**src/rtl/rcq_pkg.sv**
```systemverilog
// Package: shared widths, key codes and bit positions of the reset cause block.
// Assumes a single clock domain; all positions below are visible to software.
package rcq_pkg;
    localparam int NSRC      = 8;   // cause flags, bit 0 is power-on
    localparam int KEY_W     = 4;
    localparam int SRC_POR   = 0;
    localparam int SRC_PIN   = 1;
    localparam int SRC_WDOG  = 2;
    localparam int SRC_TEMP  = 3;
    localparam int SRC_LOCK  = 4;
    localparam int SRC_SW    = 5;
    localparam int SRC_JTAG  = 6;
    localparam int SRC_SEC   = 7;
    localparam int WBI_BIT   = NSRC;          // warm-boot marker in cause word
    localparam int WDOG_LSB  = 0;             // control word fields
    localparam int TEMP_LSB  = KEY_W;
    localparam int LOCK_BIT  = 2 * KEY_W;
    localparam int WARM_BIT  = 2 * KEY_W + 1;
    localparam logic [KEY_W-1:0] WDOG_OPEN = 4'hA;
    localparam logic [KEY_W-1:0] WDOG_SHUT = 4'h5;
    localparam logic [KEY_W-1:0] TEMP_OPEN = 4'h2;
    localparam logic [KEY_W-1:0] TEMP_SHUT = 4'h5;
    localparam logic [NSRC-1:0]  COLD_SRCS = (NSRC'(1) << SRC_PIN) | (NSRC'(1) << SRC_SEC);
endpackage

```
**src/rtl/rcq_key_mask.sv**
```systemverilog
// Keyed mask bit: only the exact shut code masks and the exact open code unmasks.
// Assumes wr_en is a one-cycle write of the control word; other codes are ignored.
module rcq_key_mask #(
    parameter int               W         = 4,
    parameter logic [W-1:0]     OPEN_CODE = 4'hA,
    parameter logic [W-1:0]     SHUT_CODE = 4'h5
) (
    input  logic         clk,
    input  logic         rst_n,
    input  logic         wr_en,
    input  logic [W-1:0] key,
    output logic         masked,
    output logic [W-1:0] code_o
);
    // Mask state: unmasked after reset, moves only on a recognised key.
    always_ff @(posedge clk) begin
        if (!rst_n)
            masked <= 1'b0;
        else if (wr_en && key == SHUT_CODE)
            masked <= 1'b1;
        else if (wr_en && key == OPEN_CODE)
            masked <= 1'b0;
    end

    // Readback shows the code that selects the current state.
    assign code_o = masked ? SHUT_CODE : OPEN_CODE;
endmodule

```
**src/rtl/rcq_cause_flags.sv**
```systemverilog
// Cause flag register: set by source events, write-one-to-clear by software,
// with per-bit hold that blocks clearing; plus a plain read/write marker bit.
// Assumes set_vec is already gated by any enable; set has priority over clear.
module rcq_cause_flags #(
    parameter int N       = 8,
    parameter int POR_BIT = 0
) (
    input  logic         clk,
    input  logic         rst_n,
    input  logic [N-1:0] set_vec,
    input  logic         clr_wr,
    input  logic [N-1:0] clr_vec,
    input  logic [N-1:0] hold_vec,
    input  logic         mark_val,
    output logic [N-1:0] flags,
    output logic         mark
);
    logic [N-1:0] clr_eff;

    // Effective clear: requested bits minus those currently held.
    always_comb clr_eff = clr_wr ? (clr_vec & ~hold_vec) : '0;

    // Flag update: power-on leaves only the power-on flag set.
    always_ff @(posedge clk) begin
        if (!rst_n)
            flags <= N'(1) << POR_BIT;
        else
            flags <= (flags & ~clr_eff) | set_vec;
    end

    // Marker bit: loaded by every cause-word write.
    always_ff @(posedge clk) begin
        if (!rst_n)
            mark <= 1'b0;
        else if (clr_wr)
            mark <= mark_val;
    end
endmodule

```
**src/rtl/rcq_req_merge.sv**
```systemverilog
// Combines qualified requests into one registered request and its class.
// Assumes qual holds only sources that may reset the chip in this cycle.
module rcq_req_merge #(
    parameter int              N        = 8,
    parameter logic [N-1:0]    COLD_SET = '0
) (
    input  logic         clk,
    input  logic         rst_n,
    input  logic [N-1:0] qual,
    input  logic         warm_en,
    output logic         req_o,
    output logic         cold_o
);
    logic any_req;
    logic force_cold;

    // Class decision: cold if a cold-only source fires or warm is disabled.
    always_comb begin
        any_req    = |qual;
        force_cold = (|(qual & COLD_SET)) || !warm_en;
    end

    // Output register towards the sequencer.
    always_ff @(posedge clk) begin
        if (!rst_n) begin
            req_o  <= 1'b0;
            cold_o <= 1'b0;
        end else begin
            req_o  <= any_req;
            cold_o <= any_req && force_cold;
        end
    end
endmodule

```
**src/rtl/rst_cause_qual.sv**
```systemverilog
// Reset source qualifier: keyed masks, lockup enable, cause flags and the
// combined warm/cold reset request. rst_n acts as the power-on reset.
// Assumes all request inputs are synchronous to clk.
module rst_cause_qual
    import rcq_pkg::*;
#(
    parameter int DATA_W = 32
) (
    input  logic              clk,
    input  logic              rst_n,
    input  logic              reg_wr,
    input  logic              reg_sel,
    input  logic [DATA_W-1:0] reg_wdata,
    output logic [DATA_W-1:0] reg_rdata,
    input  logic              req_pin,
    input  logic              req_wdog,
    input  logic              req_temp,
    input  logic              req_lockup,
    input  logic              req_sw,
    input  logic              req_jtag,
    input  logic              req_secfail,
    output logic              rst_req_o,
    output logic              rst_cold_o
);
    localparam int USED_W = WARM_BIT + 1;

    logic             ctrl_wr, stat_wr;
    logic             wdog_masked, temp_masked;
    logic [KEY_W-1:0] wdog_code, temp_code;
    logic             lock_en, warm_en;
    logic [NSRC-1:0]  raw, set_vec, qual, hold_vec, flags;
    logic             wbi;
    logic             unused_wdata;

    assign ctrl_wr      = reg_wr && !reg_sel;
    assign stat_wr      = reg_wr && reg_sel;
    assign unused_wdata = ^reg_wdata[DATA_W-1:USED_W];

    rcq_key_mask #(.W(KEY_W), .OPEN_CODE(WDOG_OPEN), .SHUT_CODE(WDOG_SHUT)) u_wdog_key (
        .clk(clk), .rst_n(rst_n), .wr_en(ctrl_wr),
        .key(reg_wdata[WDOG_LSB +: KEY_W]), .masked(wdog_masked), .code_o(wdog_code)
    );

    rcq_key_mask #(.W(KEY_W), .OPEN_CODE(TEMP_OPEN), .SHUT_CODE(TEMP_SHUT)) u_temp_key (
        .clk(clk), .rst_n(rst_n), .wr_en(ctrl_wr),
        .key(reg_wdata[TEMP_LSB +: KEY_W]), .masked(temp_masked), .code_o(temp_code)
    );

    // Plain control bits: lockup enable (off) and warm enable (on) after reset.
    always_ff @(posedge clk) begin
        if (!rst_n) begin
            lock_en <= 1'b0;
            warm_en <= 1'b1;
        end else if (ctrl_wr) begin
            lock_en <= reg_wdata[LOCK_BIT];
            warm_en <= reg_wdata[WARM_BIT];
        end
    end

    // Source qualification: flag set vector, reset-eligible vector, clear hold.
    always_comb begin
        raw = '0;
        raw[SRC_PIN]  = req_pin;
        raw[SRC_WDOG] = req_wdog;
        raw[SRC_TEMP] = req_temp;
        raw[SRC_LOCK] = req_lockup;
        raw[SRC_SW]   = req_sw;
        raw[SRC_JTAG] = req_jtag;
        raw[SRC_SEC]  = req_secfail;
        set_vec            = raw;
        set_vec[SRC_LOCK]  = raw[SRC_LOCK] && lock_en;
        qual               = set_vec;
        qual[SRC_WDOG]     = raw[SRC_WDOG] && !wdog_masked;
        qual[SRC_TEMP]     = raw[SRC_TEMP] && !temp_masked;
        hold_vec           = '0;
        hold_vec[SRC_WDOG] = wdog_masked;
        hold_vec[SRC_TEMP] = temp_masked;
    end

    rcq_cause_flags #(.N(NSRC), .POR_BIT(SRC_POR)) u_flags (
        .clk(clk), .rst_n(rst_n), .set_vec(set_vec),
        .clr_wr(stat_wr), .clr_vec(reg_wdata[NSRC-1:0]), .hold_vec(hold_vec),
        .mark_val(reg_wdata[WBI_BIT]), .flags(flags), .mark(wbi)
    );

    rcq_req_merge #(.N(NSRC), .COLD_SET(COLD_SRCS)) u_merge (
        .clk(clk), .rst_n(rst_n), .qual(qual), .warm_en(warm_en),
        .req_o(rst_req_o), .cold_o(rst_cold_o)
    );

    // Read mux of the selected word.
    always_comb begin
        reg_rdata = '0;
        if (reg_sel) begin
            reg_rdata[NSRC-1:0] = flags;
            reg_rdata[WBI_BIT]  = wbi;
        end else begin
            reg_rdata[WDOG_LSB +: KEY_W] = wdog_code;
            reg_rdata[TEMP_LSB +: KEY_W] = temp_code;
            reg_rdata[LOCK_BIT]          = lock_en;
            reg_rdata[WARM_BIT]          = warm_en;
        end
    end
endmodule

```
**config.mk**
```make
export PLATFORM = sky130hd
export DESIGN_NAME = rst_cause_qual
export DESIGN_NICKNAME = d
export VERILOG_FILES = /design/src/rtl/rcq_pkg.sv /design/src/rtl/rcq_key_mask.sv /design/src/rtl/rcq_cause_flags.sv /design/src/rtl/rcq_req_merge.sv /design/src/rtl/rst_cause_qual.sv
export SDC_FILE = /design/constraint.sdc
export NUM_CORES = 1
export LEC_CHECK = 0
export BUFFER_PORTS_ARGS = -buffer_cell sky130_fd_sc_hd__buf_4
export CELL_PAD_IN_SITES_DETAIL_PLACEMENT = 0
export CELL_PAD_IN_SITES_GLOBAL_PLACEMENT = 1
export CORE_MARGIN = 4
export CORE_UTILIZATION = 25
export CTS_CLUSTER_SIZE = 20
export DETAILED_ROUTE_END_ITERATION = 6
export GPL_ROUTABILITY_DRIVEN = 0
export PLACE_DENSITY = 0.85
export SYNTH_ARGS = -nofsm -noshare
export SYNTH_HDL_FRONTEND = slang
export SYNTH_SLANG_ARGS = --single-unit
```
**constraint.sdc**
```tcl
create_clock -name clk -period 1.3 [get_ports clk]
set_input_delay 0.325 -clock clk [delete_from_list [all_inputs] [get_ports clk]]
set_output_delay 0.325 -clock clk [all_outputs]
set_load 0.02 [all_outputs]
```
# Yosys cells after proc, flatten, opt, wreduce, memory -nomap -nowiden
# Cells that the tools add are included.
[op_classes]
n_eq_ne = 4
mux = 9
bitwise_logic = 5
reduce_logical = 19
[op_table]
columns = ["op", "n"]
rows = [
  ["8-bit AND", 2],
  ["1-bit logical AND", 10],
  ["9-bit two-way mux", 1],
  ["4-bit by 3-bit == test with 1-bit output, second input constant", 2],
  ["8-bit two-way mux", 1],
  ["4-bit NOT with 8-bit output", 1],
  ["8-bit NOT", 1],
  ["8-bit OR", 1],
  ["7-bit OR reduction", 1],
  ["1-bit two-way mux", 5],
  ["4-bit by 2-bit == test with 1-bit output, second input constant", 1],
  ["4-bit == test, second input constant", 1],
  ["1-bit logical NOT", 4],
  ["4-bit two-way mux", 1],
  ["2-bit nonzero test", 2],
  ["3-bit two-way mux", 1],
  ["2-bit OR reduction", 1],
  ["1-bit logical OR", 1],
]
[word_totals]
ff_bits = 15
output_inout_bits = 34
wordCells = 45

# Longest topological paths before layout
# Gate-level depths: netlist of the first run.
[logic_depth]
word_depth = 6
ltp_mapped = 5
ltp_nobuf = 3

# By module
# A second synthesis of the first run with hierarchy kept.
[hier_totals]
hier_cells = 112
hier_area_um2 = 1009.7
[by_module_without_submodules]
columns = ["module", "n_inst", "cells_each", "area_each_um2", "seq_area_each_um2"]
rows = [
  ["rst_cause_qual", 1, 47, 421.7, 40.0],
  ["rcq_cause_flags", 1, 35, 345.3, 180.2],
  ["rcq_key_mask (u_temp_key)", 1, 11, 87.6, 20.0],
  ["rcq_key_mask (u_wdog_key)", 1, 10, 80.1, 20.0],
  ["rcq_req_merge", 1, 9, 75.1, 40.0],
]

# Worst setup path before layout of the first run
# OpenSTA, ideal clock, no wires.
[synth_path]
path_kind = "input to output"
startpoint = "input reg_sel"
endpoint = "output reg_rdata[1]"
t_arrival_ps = 1270
setup_slack_ps = -295
stages = 4
path_buffers = 3
cell_sequence = "buf_2 > buf_4 > buf_2 > o21ai_0"
[synth_via]
elab_chain_len = 1
[synth_rtl]
columns = ["element", "line", "text"]
rows = [
  ["start, declared", "rst_cause_qual.sv:12", "input logic reg_sel,"],
  ["9-bit two-way mux", "rst_cause_qual.sv:94", "if (reg_sel) begin"],
  ["end, declared", "rst_cause_qual.sv:14", "output logic [DATA_W-1:0] reg_rdata,"],
]
# Every way passes these cells.

# Worst setup path in the final report of the first run
[layout_path]
startpoint = "register lock_en"
endpoint = "output reg_rdata[8]"
[layout_via]
elab_chain_len = 1
[layout_rtl]
columns = ["element", "line", "text"]
rows = [
  ["start, declared", "rst_cause_qual.sv:30", "logic lock_en, warm_en;"],
  ["start signal, assigned", "rst_cause_qual.sv:55", "lock_en <= reg_wdata[LOCK_BIT];"],
  ["9-bit two-way mux", "rst_cause_qual.sv:94", ""],
]
# Every way passes these cells.

==> impl_metrics.env, run 1 <==
export IMPL_synth_edff_count=0
export IMPL_area_delta_synth_final_pct=39.5
export IMPL_wl_per_cell_um=10.9
export IMPL_seq_area_um2=309
export IMPL_grt_pass1_vias=773
export IMPL_multiInputGateArea_um2=561
export IMPL_grt_max_degree=17
export IMPL_fp_dieH_um=68.7
export IMPL_htreeDepth=1
export IMPL_setup_viol=0
export IMPL_synth_top_area_cell="dfxtp_1"
export IMPL_synth_common_cells="buf_4, nand2_1, dfxtp_1"
export IMPL_cts_made_buffers=3
export IMPL_final_min_clock_period_ps=1290
export IMPL_postRouteAntennaNets=0
export IMPL_cts_clk_slew_worst_paths_ps=60
export IMPL_syn_inst=116
export IMPL_portBuffers=32
export IMPL_max_freq_ghz=0.774
export IMPL_worst_ep_arrival_time_ps=970
export IMPL_dr_first_iter_drc_count=22
export IMPL_place_ws_ps=-44.8
export IMPL_vias_per_cell=4.06
export IMPL_final_nets=196
export IMPL_ioPinCount=77
export IMPL_grt_pass1_wl_um=3350
export IMPL_worst_hold_slack_ps=289
export IMPL_slowest_stage="dfxtp_2"
export IMPL_fin_crit_sh_pct=99.4
export IMPL_ys_flop_type="dfxtp_1"
export IMPL_power_leakage_uw=0.000592
export IMPL_cap_violations=0
export IMPL_synth_top_cell_area_share_pct=32.6
export IMPL_ys_seq_elements=15
export IMPL_synth_area_per_cell_um2=7.94
export IMPL_hold_class="in2reg"
export IMPL_cts_root_buffer="clkbuf_8"
export IMPL_cts_tree="built"
export IMPL_worstPathCellList="mux2_4 > buf_6"
export IMPL_finClkSkew_ps=2.10
export IMPL_groute_usage_overall_pct=9.50
export IMPL_antenna_found_initial=0
export IMPL_core_area_um2=3440
export IMPL_async_flop_share_pct=0
export IMPL_vias=803
export IMPL_max_stage_delay_ps=320
export IMPL_yosysSeqAreaShare_pct=32.6
export IMPL_drc=0
export IMPL_clkSinkCount=15
export IMPL_cts_buffer_depth=2
export IMPL_hold_viol=0
export IMPL_ys_types=25
export IMPL_worstSetupStartpointType="flop"
export IMPL_clock_latency_ps=240
export IMPL_dr_pass1_iters=4
export IMPL_diodes=0
export IMPL_outcome="completed"
export IMPL_drv_slew=0
export IMPL_die_w_um=68.7
export IMPL_nFillCells=387
export IMPL_synth_most_common_cell="buf_4"
export IMPL_synth_warnings=0
export IMPL_postCtsSetupBuffers=0
export IMPL_holdBufCountCts=0
export IMPL_wl_um=2150
export IMPL_netlist_area_um2=921
export IMPL_critPathKind="reg2out"
export IMPL_powerDensity_nw_per_um2=918
export IMPL_dp_hpwl_um=1770
export IMPL_path_max_fanout=3
export IMPL_drive_gt1_share_pct=36.2
export IMPL_dieArea_um2=4720
export IMPL_start_util_pct=26.8
export IMPL_setup_ws_ps=7.75
export IMPL_rsz0062_at_grt="yes"
export IMPL_cp_required_ps=980
export IMPL_rows=21
export IMPL_end_kind="output pin"
export IMPL_irDropWorstVdd_mv=0.311
export IMPL_gr_total_overflow=0
export IMPL_synth_area_leaders="dfxtp_1, buf_4, nand2_1, nor2b_1, nand3_1"
==> cell type report <==
type / count / share of cell area (%)
Clock buffer: 4 / 3.51
Multi-Input combinational cell: 95 / 43.6
Sequential cell: 15 / 24.1
Tap cell: 46 / 4.48
Timing Repair Buffer: 38 / 24.3
==> registers in the layout (all words and copies together), names as in the netlist <==
name	count
lock_en	1
u_flags.flags	8
u_flags.mark	1
u_merge.cold_o	1
u_merge.req_o	1
u_temp_key.masked	1
u_wdog_key.masked	1
warm_en	1
==> metal layers <==
metal / routed length [µm] / GRT usage [%] / vias up
li1: - / - / 418
met1: 874 / 11.1 / 354
met2: 1090 / 16.6 / 29
met3: 171 / 2.43 / 2
met4: 11 / 3.65 / 0
met5: 0 / 0 / -
==> stage by stage <==
step	cell area, µm²	power (µW)	util, %	instances	TNS (ps)
after floorplan	1050	745	-	137	0
after global placement	1210	814	35.1	194	-65.3
after detailed placement	1210	817	35.1	194	-82.1
after CTS	1270	1200	36.9	198	-41.1
after global routing	1280	1250	37.3	198	-48.9
final	1280	1180	37.3	198	0
==> cell families (layout without fill, tap and decap cells) <==
logic type	Yosys count	count (layout)	synth area share, %
and+or+nand+nor	54	54	31.7
buffers and inverters	27	42	21.1
muxes	1	1	1.22
other	1	22	0.407
DFF	15	15	32.6
AOI/OAI and AO/OA	18	18	13.0
==> cell usage in the layout (no fill, tap or decap), types with 2 or more instances in the layout <==
cell      netlist  final
o31a_1          2      2
nand2_2         0      4
clkbuf_8        0      3
nand3_1         8      8
nand4b_1        3      3
nor2_1          2      2
conb_1          1     22
a21boi_0        3      3
o21ai_4         0      3
nand2b_1        5      4
buf_6           0      4
dfxtp_1        15     12
buf_4          24     33
a21oi_1         7      7
dfxtp_4         0      2
nand2_1        22     18
nor2b_1         7      7
==> critical path, delay by kind of cell, from the launching register on <==
family | cells | cell delay (ps)
mux | 1 | 270
flops | 1 | 320
buf+inv | 1 | 130
==> what timing repair did <==
action,CTS,global route
setup endpoints to repair,6,4
pin swaps,0,1
gates resized for setup,6,4
endpoints found under the hold margin,0,0
==> power breakdown <==
part	internal [µW]	switching [µW]
Combinational	134	178
Sequential	483	12.6
Clock	217	155
==> final timing paths <==
kind / start / endpoint / slack (ps) / cells after the start
setup / recovery: lock_en$_SDFFE_PN0P_ / reg_rdata[8] / 8 / 2
setup reg to reg: u_temp_key.masked$_SDFFE_PN0P_ / u_merge.cold_o$_SDFF_PN0_ / 280 / 3
hold reg to reg: u_flags.flags[0]$_SDFF_PN1_ / u_flags.flags[0]$_SDFF_PN1_ / 440 / 2
hold / removal: reg_wdata[9] / warm_en$_SDFFE_PN1P_ / 290 / 3
Power figures use the tool's default switching activity.
==> inputs of run 2 (changes only) <==
--- a/config.mk
+++ b/config.mk
@@ -13,6 +13,7 @@
 export CTS_CLUSTER_SIZE = 20
 export DETAILED_ROUTE_END_ITERATION = 6
 export GPL_ROUTABILITY_DRIVEN = 0
+export MAX_ROUTING_LAYER = met4
 export PLACE_DENSITY = 0.85
 export SYNTH_ARGS = -nofsm -noshare
 export SYNTH_HDL_FRONTEND = slang
==> run 2 against run 1 <==
Effect of this change: non-clock buffer count unchanged; critical endpoint is now reg_rdata[1]; clock-buffer cell count did not move; global-route usage up 0.23 points; clock skew fell by 1.5 ps; highest routed layer unchanged; register-to-register slack is essentially flat; routed wire length decreased by 0.46%.
==> impl_metrics.env, run 2 (synthesis results as in run 1) <==
export IMPL_outcome="completed"
export IMPL_dpl_cell_area_um2=1210
export IMPL_rows=21
export IMPL_hp_start="reg_wdata[9]"
export IMPL_dr_pass1_iters=4
export IMPL_finalNonFillerCells=198
export IMPL_finClkSkew_ps=0.580
export IMPL_gr_total_overflow=0
export IMPL_crit_top_cell="buf_6"
export IMPL_hold_viol=0
export IMPL_powerDensity_nw_per_um2=921
export IMPL_cts_clk_slew_worst_paths_ps=60
export IMPL_critical_path_top_delay_family="flip-flops"
export IMPL_fin_crit_sh_pct=99.6
export IMPL_final_nets=196
export IMPL_postCtsSetupBuffers=0
export IMPL_worstSetupStartpointType="flop"
export IMPL_largest_register="u_flags.flags"
export IMPL_ioPinCount=77
export IMPL_start_util_pct=26.8
export IMPL_max_freq_ghz=0.773
export IMPL_vias_per_cell=4.00
export IMPL_drv_slew=0
export IMPL_dieArea_um2=4720
export IMPL_end_kind="output pin"
export IMPL_fp_dieH_um=68.7
export IMPL_stdcell_area_um2=1280
export IMPL_dp_hpwl_um=1770
export IMPL_cts_made_buffers=3
export IMPL_critPathKind="reg2out"
export IMPL_final_min_clock_period_ps=1290
export IMPL_die_w_um=68.7
export IMPL_htreeDepth=1
export IMPL_irDropWorstVdd_mv=0.310
export IMPL_cap_violations=0
export IMPL_area_delta_synth_final_pct=39.5
export IMPL_slowest_stage="dfxtp_4"
export IMPL_worst_hold_slack_ps=287
export IMPL_core_area_um2=3440
export IMPL_clock_latency_ps=240
export IMPL_power_leakage_uw=0.000592
export IMPL_groute_usage_overall_pct=9.73
export IMPL_final_common_cell="buf_4"
export IMPL_drc=0
export IMPL_r2r_end="u_merge.cold_o$_SDFF_PN0_"
export IMPL_largest_reg_flops=8
export IMPL_clkSinkCount=15
export IMPL_cts_tree="built"
export IMPL_r2r_cells=3
export IMPL_holdBufCountCts=0
export IMPL_wl_per_cell_um=10.8
export IMPL_min_to="warm_en$_SDFFE_PN1P_"
export IMPL_rsz0062_at_grt="yes"
export IMPL_worstPathCellList="buf_6 > o21ai_4 > buf_6"
export IMPL_grt_pass1_vias=776
export IMPL_grt_max_degree=17
export IMPL_r2r_start="u_temp_key.masked$_SDFFE_PN0P_"
export IMPL_placed_cells=194
export IMPL_postRouteAntennaNets=0
export IMPL_drive_gt1_share_pct=36.2
export IMPL_vias=792
export IMPL_max_stage_delay_ps=370
export IMPL_dr_first_iter_drc_count=15
export IMPL_cts_root_buffer="clkbuf_8"
export IMPL_layout_common_cells="buf_4, conb_1, nand2_1"
export IMPL_r2r_slack_ps=270
export IMPL_path_buf_inv=2
export IMPL_utilization_pct=37.3
export IMPL_setup_viol=0
export IMPL_holdPathStages=3
export IMPL_worst_ep_arrival_time_ps=970
export IMPL_portBuffers=32
export IMPL_path_max_fanout=5
export IMPL_grt_pass1_wl_um=3340
export IMPL_diodes=0
export IMPL_cts_buffer_depth=2
export IMPL_wl_um=2140
export IMPL_cp_required_ps=980
export IMPL_antenna_found_initial=0
export IMPL_hold_class="in2reg"
export IMPL_power_total_uw=1180
-- run 2: cell counts in the layout (fill, tap and decap cells not counted) --
Identical to the previous run, type by type.
-- run 2: cell type report --
cell class                      instances  area, µm²
Tap cell                               46       57.6
Sequential cell                        15        309
Clock buffer                            4       45.0
Fill cell                             387       2160
Timing Repair Buffer                   38        313
Multi-Input combinational cell         95        561
-- run 2: stage by stage --
stage,setup WS [ps],TNS [ps]
finish,5.84,0
CTS,-36.2,-41.1
floorplan,12.8,0
detailed placement,-44.8,-82.1
global placement,-42.2,-65.3
global route,-26.9,-48.9
-- run 2: worst max path at each step --
stage                                               from            to  slack [ps]  cells after the start
final                     u_wdog_key.masked$_SDFFE_PN0P_  reg_rdata[1]           6                      3
after global routing                lock_en$_SDFFE_PN0P_  reg_rdata[8]         -30                      2
after CTS                 u_wdog_key.masked$_SDFFE_PN0P_  reg_rdata[1]         -40                      3
after detailed placement                         reg_sel  reg_rdata[8]         -40                      3
after global placement                           reg_sel  reg_rdata[8]         -40                      3
after floorplan                                  reg_sel  reg_rdata[1]          10                      5
-- run 2: layer usage --
layer,GRT usage [%],up-vias,part of all wire [%]
met5,-,-,0
met3,2.43,2,7.7
met2,16.6,27,51
li1,-,418,-
met4,3.65,0,0.51
met1,11.0,345,41
-- run 2: power by group --
part	switching [µW]	internal, µW	leakage (µW)
logic	178	134	0.000443
clock network	160	217	0.0000228
registers	12.6	483	0.000126
-- run 2: what timing repair did --
item / CTS / global route
resized for setup: 6 / 4
pin swaps: 0 / 1
setup endpoints to repair: 6 / 4
-- run 2: worst reg2reg max path, cell delays in order, from the launching register on --
cell and delay, ps:
dfxtp_4 390, nand2b_1 160, a41oi_1 130, o31a_1 240
==> inputs of run 3 (changes only) <==
--- a/config.mk
+++ b/config.mk
@@ -8,7 +8,7 @@
 export BUFFER_PORTS_ARGS = -buffer_cell sky130_fd_sc_hd__buf_4
 export CELL_PAD_IN_SITES_DETAIL_PLACEMENT = 0
 export CELL_PAD_IN_SITES_GLOBAL_PLACEMENT = 1
-export CORE_MARGIN = 4
+export CORE_MARGIN = 2
 export CORE_UTILIZATION = 25
 export CTS_CLUSTER_SIZE = 20
 export DETAILED_ROUTE_END_ITERATION = 6
==> run 3 against run 2 <==
Effect of this change: die area is 11% lower; clock power down 4%; routed wire length decreased by 7.1%; critical path depth unchanged; clock-buffer cell count is the same; final area is 0.39% lower; clock skew hardly changed; register-to-register slack hardly changed; worst setup slack gained 4.6 ps; maximum frequency grew 0.36%; via count up 4.0%.
==> impl_metrics.env, run 3 (synthesis results as in run 1) <==
export IMPL_rsz0062_at_grt="yes"
export IMPL_clkSinkCount=15
export IMPL_diodes=0
export IMPL_fp_dieH_um=64.7
export IMPL_pwr_share_comb_pct=26.5
export IMPL_cap_violations=0
export IMPL_r2r_end="u_merge.cold_o$_SDFF_PN0_"
export IMPL_wl_per_cell_um=10.0
export IMPL_dp_hpwl_um=1590
export IMPL_busiest_layer="met2"
export IMPL_postRouteAntennaNets=0
export IMPL_rows=22
export IMPL_clock_latency_ps=240
export IMPL_final_common_cell="buf_4"
export IMPL_final_nets=195
export IMPL_drv_slew=0
export IMPL_start_util_pct=25.5
export IMPL_outcome="completed"
export IMPL_p_sw_share_pct=28.8
export IMPL_nFillCells=388
export IMPL_setup_viol=0
export IMPL_cts_made_buffers=3
export IMPL_grt_pass1_vias=723
export IMPL_cts_buffer_depth=2
export IMPL_p_sw_uw=336
export IMPL_largest_register="u_flags.flags"
export IMPL_holdBufCountCts=0
export IMPL_min_to="warm_en$_SDFFE_PN1P_"
export IMPL_max_freq_ghz=0.775
export IMPL_wl_um=1990
export IMPL_final_min_clock_period_ps=1290
export IMPL_vias=824
export IMPL_worst_hold_slack_ps=300
export IMPL_dieArea_um2=4180
export IMPL_power_leakage_uw=0.000587
export IMPL_portBuffers=32
export IMPL_cts_root_buffer="clkbuf_8"
export IMPL_seq_area_um2=309
export IMPL_hp_start="reg_wdata[9]"
export IMPL_drive_gt1_share_pct=35.8
export IMPL_cts_tree="built"
export IMPL_irDropWorstVdd_mv=0.277
export IMPL_powerDensity_nw_per_um2=912
export IMPL_multiInputGateArea_um2=561
export IMPL_r2r_start="u_wdog_key.masked$_SDFFE_PN0P_"
export IMPL_holdPathStages=3
export IMPL_vias_per_cell=4.14
export IMPL_worstSetupStartpointType="flop"
export IMPL_core_area_um2=3610
export IMPL_grt_max_degree=18
export IMPL_die_w_um=64.7
export IMPL_clkPwrFrac_pct=31.0
export IMPL_r2r_cells=3
export IMPL_grt_met2_usage_pct=15.9
export IMPL_ioPinCount=77
export IMPL_critPathKind="reg2out"
export IMPL_layout_common_cells="buf_4, conb_1, nand2_1"
export IMPL_place_ws_ps=-37.5
export IMPL_use_met1_pct=11.8
export IMPL_end_kind="output pin"
export IMPL_htreeDepth=1
export IMPL_hold_viol=0
export IMPL_cp_required_ps=980
export IMPL_finClkSkew_ps=1.08
export IMPL_groute_usage_overall_pct=9.89
export IMPL_dr_pass1_iters=4
export IMPL_hold_class="in2reg"
export IMPL_p_seq_share_pct=42.5
export IMPL_worst_ep_arrival_time_ps=960
export IMPL_dr_first_iter_drc_count=37
export IMPL_p_int_uw=832
export IMPL_largest_reg_flops=8
export IMPL_area_delta_synth_final_pct=39.0
export IMPL_grt_met3_usage_pct=2.08
export IMPL_cts_clk_slew_worst_paths_ps=60
export IMPL_path_max_fanout=5
export IMPL_antenna_found_initial=0
export IMPL_setup_ws_ps=10.4
export IMPL_r2r_slack_ps=260
export IMPL_gr_total_overflow=0
export IMPL_fin_crit_sh_pct=99.2
export IMPL_drc=0
export IMPL_grt_pass1_wl_um=3130
run 3: changes by cell type in the layout (fill, tap and decap cells not counted), sizes merged:
cell  previous run  this run
buf             38        37
run 3: layer usage:
| metal | share of wire (%) | vias up |
|---|---|---|
| li1 | - | 420 |
| met1 | 44 | 374 |
| met2 | 49 | 28 |
| met3 | 6.2 | 2 |
| met4 | 1.3 | 0 |
| met5 | 0 | - |
run 3: area by class of cell:
| cell class | count | share of cell area, % |
|---|---|---|
| repair buffers | 37 | 23.9 |
| multi-input cells | 95 | 43.8 |
| well taps | 48 | 4.69 |
| clock buffers | 4 | 3.52 |
| flip-flops and latches | 15 | 24.1 |
run 3: how the worst max path moves through the flow:
| stage | endpoint | start |
|---|---|---|
| after floorplan | reg_rdata[1] | reg_sel |
| after detailed placement | reg_rdata[8] | reg_sel |
| final | reg_rdata[1] | u_wdog_key.masked$_SDFFE_PN0P_ |
| after CTS | reg_rdata[1] | u_wdog_key.masked$_SDFFE_PN0P_ |
| after global routing | reg_rdata[1] | u_wdog_key.masked$_SDFFE_PN0P_ |
| after global placement | reg_rdata[8] | reg_sel |
run 3: worst max-delay path, cell delays in order, from the launching register on:
cell,delay (ps)
dfxtp_4,370
buf_6,120
o21ai_4,110
buf_6,130
run 3: power by group through the flow:
| stage | logic, µW | clock network, µW | registers [µW] |
|---|---|---|---|
| 4_1_cts | 309 | 377 | 499 |
| 3_5_place_dp | 304 | 0 | 509 |
| 5_1_grt | 336 | 404 | 498 |
| 3_3_place_gp | 303 | 0 | 508 |
| 6_report | 310 | 362 | 496 |
| 2_1_floorplan | 234 | 0 | 512 |
run 3: timing repair:
action,4_1_cts,5_1_grt
pin swaps,0,1
setup endpoints to repair,6,6
gates resized for setup,6,4
setup buffers,0,0
run 3: metrics by stage:
| stage | area [µm²] | setup TNS (ps) | power [µW] | instances | util [%] |
|---|---|---|---|---|---|
| finish | 1280 | 0 | 1170 | 199 | 35.5 |
| global route | 1280 | -37.9 | 1240 | 199 | 35.5 |
| CTS | 1260 | -39.0 | 1190 | 199 | 35.0 |
| detailed placement | 1200 | -57.6 | 813 | 195 | 33.4 |
| global placement | 1200 | -49.2 | 811 | 195 | 33.4 |
| floorplan | 1050 | 0 | 745 | 137 | - |
